--- src/rtl/sr_wp_pkg.sv ---
package sr_wp_pkg;
  typedef enum logic [3:0] {
    OP_NONE   = 4'd0,
    OP_WREN   = 4'd1,
    OP_WRDI   = 4'd2,
    OP_RDSR   = 4'd3,
    OP_WRSR   = 4'd4,
    OP_PROG   = 4'd5,
    OP_ERASE  = 4'd6,
    OP_SUSP   = 4'd7,
    OP_RESUME = 4'd8,
    OP_PWRDN  = 4'd9,
    OP_RELPD  = 4'd10
  } sr_op_e;

  localparam int SR_W     = 16;
  localparam int B_BUSY   = 0;
  localparam int B_WEL    = 1;
  localparam int B_SRP0   = 7;
  localparam int B_SRP1   = 8;
  localparam int B_QE     = 9;
  localparam int B_SUS    = 15;
  localparam logic [SR_W-1:0] NV_MASK = 16'h03FC;
endpackage

--- src/rtl/sr_wp_gate.sv ---
module sr_wp_gate
  import sr_wp_pkg::*;
#(
  parameter bit QE_GATES_WP = 1'b1
) (
  input  logic       vld,
  input  logic [3:0] code,
  input  logic       full_byte,
  input  logic       wp_n,
  input  logic       busy,
  input  logic       wel,
  input  logic       sus,
  input  logic       pd,
  input  logic       ers,
  input  logic [1:0] srp,
  input  logic       qe,
  output logic       ack,
  output logic       nak
);
  sr_op_e op;
  logic   wp_eff;
  logic   srp_ok;
  logic   wr_class;
  logic   ok;

  assign op = sr_op_e'(code);

  generate
    if (QE_GATES_WP) begin : g_qe_gate
      assign wp_eff = wp_n | qe;
    end else begin : g_pin_only
      assign wp_eff = wp_n;
    end
  endgenerate

  assign srp_ok   = (srp == 2'b00) || ((srp == 2'b01) && wp_eff);
  assign wr_class = (op == OP_WREN) || (op == OP_WRDI) || (op == OP_WRSR) ||
                    (op == OP_PROG) || (op == OP_ERASE);

  always_comb begin
    ok = 1'b0;
    if (pd) begin
      ok = (op == OP_RELPD);
    end else if (wr_class && !full_byte) begin
      ok = 1'b0;
    end else if (busy) begin
      ok = (op == OP_RDSR) || ((op == OP_SUSP) && ers);
    end else begin
      unique case (op)
        OP_WREN, OP_WRDI, OP_RDSR, OP_PWRDN: ok = 1'b1;
        OP_WRSR:           ok = wel && srp_ok;
        OP_PROG, OP_ERASE: ok = wel;
        OP_RESUME:         ok = sus;
        default:           ok = 1'b0;
      endcase
    end
  end

  assign ack = vld && ok;
  assign nak = vld && !ok;
endmodule

--- src/rtl/sr_wp_state.sv ---
module sr_wp_state
  import sr_wp_pkg::*;
#(
  parameter logic [SR_W-1:0] POR_NV = '0
) (
  input  logic            clk,
  input  logic            rst_n,
  input  logic            ack,
  input  logic [3:0]      code,
  input  logic [SR_W-1:0] wdata,
  input  logic            job_done,
  output logic [SR_W-1:0] nv_q,
  output logic            busy_q,
  output logic            wel_q,
  output logic            sus_q,
  output logic            pd_q,
  output logic            ers_q
);
  localparam logic [SR_W-1:0] POR_M    = POR_NV & NV_MASK;
  localparam logic [SR_W-1:0] LOCK_BITS = SR_W'(1) << B_SRP1 | SR_W'(1) << B_SRP0;
  localparam logic [SR_W-1:0] POR_EFF  =
    (POR_M[B_SRP1] && !POR_M[B_SRP0]) ? (POR_M & ~LOCK_BITS) : POR_M;

  sr_op_e          op;
  logic            fin;
  logic [SR_W-1:0] nv_d;
  logic            busy_d, wel_d, sus_d, pd_d, ers_d;
  logic            upd;

  assign op  = sr_op_e'(code);
  assign fin = job_done && busy_q;
  assign upd = ack || fin;

  always_comb begin
    nv_d   = nv_q;
    busy_d = busy_q;
    wel_d  = wel_q;
    sus_d  = sus_q;
    pd_d   = pd_q;
    ers_d  = ers_q;
    if (fin) begin
      busy_d = 1'b0;
      wel_d  = 1'b0;
      ers_d  = 1'b0;
    end
    if (ack) begin
      unique case (op)
        OP_WREN:   wel_d = 1'b1;
        OP_WRDI:   wel_d = 1'b0;
        OP_WRSR: begin
          nv_d   = (nv_q & ~NV_MASK) | (wdata & NV_MASK);
          busy_d = 1'b1;
        end
        OP_PROG:   busy_d = 1'b1;
        OP_ERASE: begin
          busy_d = 1'b1;
          ers_d  = 1'b1;
        end
        OP_SUSP: begin
          sus_d  = 1'b1;
          busy_d = 1'b0;
          ers_d  = 1'b0;
        end
        OP_RESUME: begin
          sus_d  = 1'b0;
          busy_d = 1'b1;
          ers_d  = 1'b1;
        end
        OP_PWRDN:  pd_d = 1'b1;
        OP_RELPD:  pd_d = 1'b0;
        default:   ;
      endcase
    end
  end

  always_ff @(posedge clk or negedge rst_n) begin
    if (!rst_n) begin
      nv_q   <= POR_EFF;
      busy_q <= 1'b0;
      wel_q  <= 1'b0;
      sus_q  <= 1'b0;
      pd_q   <= 1'b0;
      ers_q  <= 1'b0;
    end else if (upd) begin
      nv_q   <= nv_d;
      busy_q <= busy_d;
      wel_q  <= wel_d;
      sus_q  <= sus_d;
      pd_q   <= pd_d;
      ers_q  <= ers_d;
    end
  end
endmodule

--- src/rtl/sr_wp_ctrl.sv ---
module sr_wp_ctrl
  import sr_wp_pkg::*;
#(
  parameter logic [15:0] POR_NV      = 16'h0000,
  parameter bit          QE_GATES_WP = 1'b1
) (
  input  logic        clk,
  input  logic        rst_n,
  input  logic        cmd_vld,
  input  logic [3:0]  cmd_code,
  input  logic        cmd_full_byte,
  input  logic [15:0] sr_wdata,
  input  logic        job_done,
  input  logic        wp_n_i,
  output logic [15:0] sr_out,
  output logic        cmd_ack,
  output logic        cmd_nak
);
  logic [1:0]      rst_pipe;
  logic            rst_sync_n;
  logic [SR_W-1:0] nv_q;
  logic            busy_q, wel_q, sus_q, pd_q, ers_q;

  always_ff @(posedge clk or negedge rst_n) begin
    if (!rst_n) rst_pipe <= 2'b00;
    else        rst_pipe <= {rst_pipe[0], 1'b1};
  end
  assign rst_sync_n = rst_pipe[1];

  sr_wp_gate #(.QE_GATES_WP(QE_GATES_WP)) u_gate (
    .vld       (cmd_vld),
    .code      (cmd_code),
    .full_byte (cmd_full_byte),
    .wp_n      (wp_n_i),
    .busy      (busy_q),
    .wel       (wel_q),
    .sus       (sus_q),
    .pd        (pd_q),
    .ers       (ers_q),
    .srp       ({nv_q[B_SRP1], nv_q[B_SRP0]}),
    .qe        (nv_q[B_QE]),
    .ack       (cmd_ack),
    .nak       (cmd_nak)
  );

  sr_wp_state #(.POR_NV(POR_NV)) u_state (
    .clk      (clk),
    .rst_n    (rst_sync_n),
    .ack      (cmd_ack),
    .code     (cmd_code),
    .wdata    (sr_wdata),
    .job_done (job_done),
    .nv_q     (nv_q),
    .busy_q   (busy_q),
    .wel_q    (wel_q),
    .sus_q    (sus_q),
    .pd_q     (pd_q),
    .ers_q    (ers_q)
  );

  always_comb begin
    sr_out         = nv_q & NV_MASK;
    sr_out[B_SUS]  = sus_q;
    sr_out[B_WEL]  = wel_q;
    sr_out[B_BUSY] = busy_q;
  end
endmodule

--- config.mk ---
export PLATFORM = sky130hd
export DESIGN_NAME = sr_wp_ctrl
export DESIGN_NICKNAME = d
export VERILOG_FILES = /design/src/rtl/sr_wp_pkg.sv /design/src/rtl/sr_wp_gate.sv /design/src/rtl/sr_wp_state.sv /design/src/rtl/sr_wp_ctrl.sv
export SDC_FILE = /design/constraint.sdc
export NUM_CORES = 1
export LEC_CHECK = 0
export BUFFER_PORTS_ARGS = -buffer_cell sky130_fd_sc_hd__buf_2
export CORE_MARGIN = 2
export CORE_UTILIZATION = 40
export CTS_BUF_LIST = sky130_fd_sc_hd__clkbuf_16
export DETAILED_ROUTE_END_ITERATION = 16
export PLACE_DENSITY = 0.74
export SLEW_MARGIN = 20
export SYNTH_ARGS = -nofsm -noshare
export SYNTH_HDL_FRONTEND = slang
export SYNTH_SLANG_ARGS = --single-unit
--- constraint.sdc ---
create_clock -name clk -period 1.7 [get_ports clk]
set_input_delay 0.34 -clock clk [delete_from_list [all_inputs] [get_ports clk]]
set_output_delay 0.34 -clock clk [all_outputs]
set_load 0.01 [all_outputs]
==> results.md <==
- Post-synthesis simple-gate area fraction: 17.7%
- Drc violations: 0
- Worst vdd ir: 712 uV
- Hold Fails Final Rpt: 0
- Hold Crit Class: reg -> async
- Post-Route WL: 2110 um
- Outcome: complete, but fails checks
- Clock power frac: 32.8%
- Failing checks: negative setup slack
- Seq/Total Area, Yosys: 42.4%
- Register area: 375 um2
- Placed Cells: 151
- Std cell rows: 17
- Cells after Synth: 85
- Max Cap Violations: 0
- Longest Clk Path Bufs: 2
- Fraction of layout cells with a size suffix above 1: 57.1%
- Leak pwr: 0.666 nW
- Avg WL per Cell: 13.1 um
- Routability cong.: 0.862
- Initial Util: 41.2%
- Fin area: 0.00132 mm2
- Core region area: 0.00215 mm2
- Die area: 0.00261 mm2
- Global-route wire length before repair: 3470 um
- Met2 Wirelength: 1050 um
- Synth area leaders: dfrtp_1, mux2_4, buf_4
- Pwr Density: 1050 mW/mm2
- Sw frac: 27.2%
- Width of the chip: 51.1 um
- Filler cells: 175
- WL met1: 914 um
- Post-Syn Area: 886 um2
- Antenna violations before repair: 0
- Total Routing Usage GR: 18.2%
- Dpl cell area: 0.00114 mm2
- CTS H-tree lvls: 1
- DRT Pass-1 Iters: 4
- R2R cell count: 7
- Clk slew on worst S/H paths: 50 ps
- Critical Path RT: 1360 ps
- Setup Crit Path Kind: in -> out
- Vias in the first global route: 800
- Final Max Slew Viols: 0
- Final setup vio count: 11
- Yosys reg bits: 15
- Tmin final: 1930 ps
- Post-synthesis adder-cell area fraction: 0%
- Met3 WL: 109 um
- XOR/XNOR Fraction of Synth Area: 0%
- N_diodes: 0
- Compound-Gate Fraction of Synth Area: 13.4%
- CTS tree: built
- WP data arrival: 1590 ps
- Internal power: 1.00 mW
- Yosys warning count: 0
- Nets: 160
- Largest net degree at the start of global routing: 14
- Non-filler instance count after layout: 161
- Worst Setup Slack, final: -234 ps
- Switching power: 0.374 mW
- Achievable frequency: 517 MHz
- Root Buffer: clkbuf_16
- Comb power frac: 32.1%
- Top Ports: 44
- Vias: 781
- Synthesis-to-finish area growth: 48.4%
- Total design power: 1.38 mW
- RSZ-0062 raised after global routing: true
- Critical Path Fanout Max: 4
- CTS Buf Count: 3
- Seq pwr share: 35.1%
- Fin Clk Skew: 1.80 ps
- Max Used Layer: met4
- Die H: 51.1 um
- IO buf count: 30
- Setup crit start kind: primary input
- Clk_lat worst skew: 240 ps
- Post-synth top area share: 42.4%
- Netlist cell types: 34
- Post-synth top area cell: dfrtp_1
- Combinational family with the most area after synthesis: simple AND/OR/NAND/NOR gates
- Crit end category: primary output
- Period utilisation layout: 114%
- Grt ovf: 0
- Syn Area/Cell: 10.4 um2
- DR iter-0 viols: 16
- Multi-input logic area: 468 um2
- Vias per inst: 4.85
- Final ANT Viol Nets: 0
- Mux cell area share after synthesis: 13.1%
- Final HPWL DP: 1490 um
- CTS Sinks: 15
==> state kept, by name (all words and copies together) (netlist names) <==
signal,count
u_state.ers_q,1
u_state.sus_q,1
u_state.busy_q,1
rst_pipe,2
u_state.pd_q,1
u_state.wel_q,1
u_state.nv_q,8
==> power groups by stage <==
stage	Clock [mW]	Sequential [mW]	Combinational (mW)
2_1_floorplan	0	0.498	0.214
3_3_place_gp	0	0.479	0.374
3_5_place_dp	0	0.481	0.384
4_1_cts	0.461	0.481	0.429
5_1_grt	0.478	0.493	0.479
6_report	0.451	0.483	0.442
==> final cells by class <==
cell class | count | share of cell area [%]
Sequential cell | 15 | 28.5
Timing Repair Buffer | 53 | 26.0
Clock buffer | 3 | 5.71
Clock inverter | 1 | 0.381
Inverter | 4 | 1.14
Tap cell | 28 | 2.66
Multi-Input combinational cell | 57 | 35.6
==> layer usage <==
| metal | up-vias | GRT usage [%] |
|---|---|---|
| li1 | 385 | - |
| met1 | 361 | 22.2 |
| met2 | 30 | 32.3 |
| met3 | 5 | 2.63 |
| met4 | 0 | 6.76 |
| met5 | - | 0 |
==> path summary, 6_finish.rpt <==
| path | start | endpoint | slack [ps] |
|---|---|---|---|
| setup / recovery | cmd_code[1] | cmd_ack | -230 |
| hold / removal | rst_pipe[1] | u_state.nv_q[7] | 200 |
| setup reg to reg | u_state.nv_q[7] | u_state.nv_q[5] | -170 |
| hold reg to reg | rst_pipe[1] | u_state.nv_q[7] | 200 |
| max in group asynchronous | rst_pipe[1] | u_state.busy_q | 1170 |
| min in group clk | sr_wdata[8] | u_state.nv_q[8] | 300 |
==> worst max-delay path, stage by stage <==
cell and delay [ps]:
buf_6 100, or3_1 380, a31oi_2 170, a21oi_2 100
a21oi_4 160, buf_6 120, and2_4 140, buf_6 90
==> through the flow <==
stage          util [%]  worst slack [ps]  hold slack (ps)  TNS (ps)
2_1_floorplan         -              -211             44.4     -1480
3_3_place_gp       53.2              -315              126     -3690
3_5_place_dp       53.2              -351              126     -4130
4_1_cts            60.2              -285              219     -2300
5_1_grt            61.2              -299              280     -2810
6_report           61.2              -234              201     -1840
==> cell families after synthesis <==
family | Yosys count
and+or+nand+nor | 28
DFF | 15
buffers and inverters | 17
AOI/OAI and AO/OA | 15
muxes | 8
other | 2
==> what timing repair did <==
item / in CTS / in global routing
endpoints found under the setup margin: 12 / 15
pin swaps: 11 / 4
endpoints found under the hold margin: 2 / 0
hold buffers: 1 / 0
gates resized for setup: 8 / 2
buffers inserted: 4 / 1
==> cell usage after synthesis <==
cell	count
buf_8	1
a311oi_1	1
mux2_1	1
nor3_1	1
a21oi_4	1
mux2_4	7
or3_1	2
a221oi_1	1
buf_2	2
a21o_1	2
a21oi_1	2
and4_4	1
nor2_1	8
dfrtp_1	15
nand2b_1	1
clkbuf_1	1
nor2b_1	3
a32o_1	1
o31ai_1	1
and4_1	1
o22ai_1	1
nand2_1	5
nor3_2	1
nand4_1	2
buf_4	9
nand4b_1	1
and2_1	1
a41oi_1	1
o21ai_0	1
nor3b_1	1
conb_1	2
a31oi_1	2
o2bb2a_1	1
inv_1	4
==> cells in the final DEF, fill, tap and decap left out, drive strengths merged <==
master	n
inv	4
clkinv	1
o2bb2a	1
nand4b	1
a21o	2
nand2b	1
or3	2
nor2	8
and2	1
nor3b	1
a41oi	1
mux2	8
nor3	2
o21ai	1
nand2	5
dfrtp	15
conb	6
buf	52
o22ai	1
o31ai	1
nand4	2
a221oi	1
a31oi	2
a311oi	1
a32o	1
a21oi	3
dlygate4sd3	1
and4	2
nor2b	3
clkbuf	3
(Power assumes the default switching activity.)
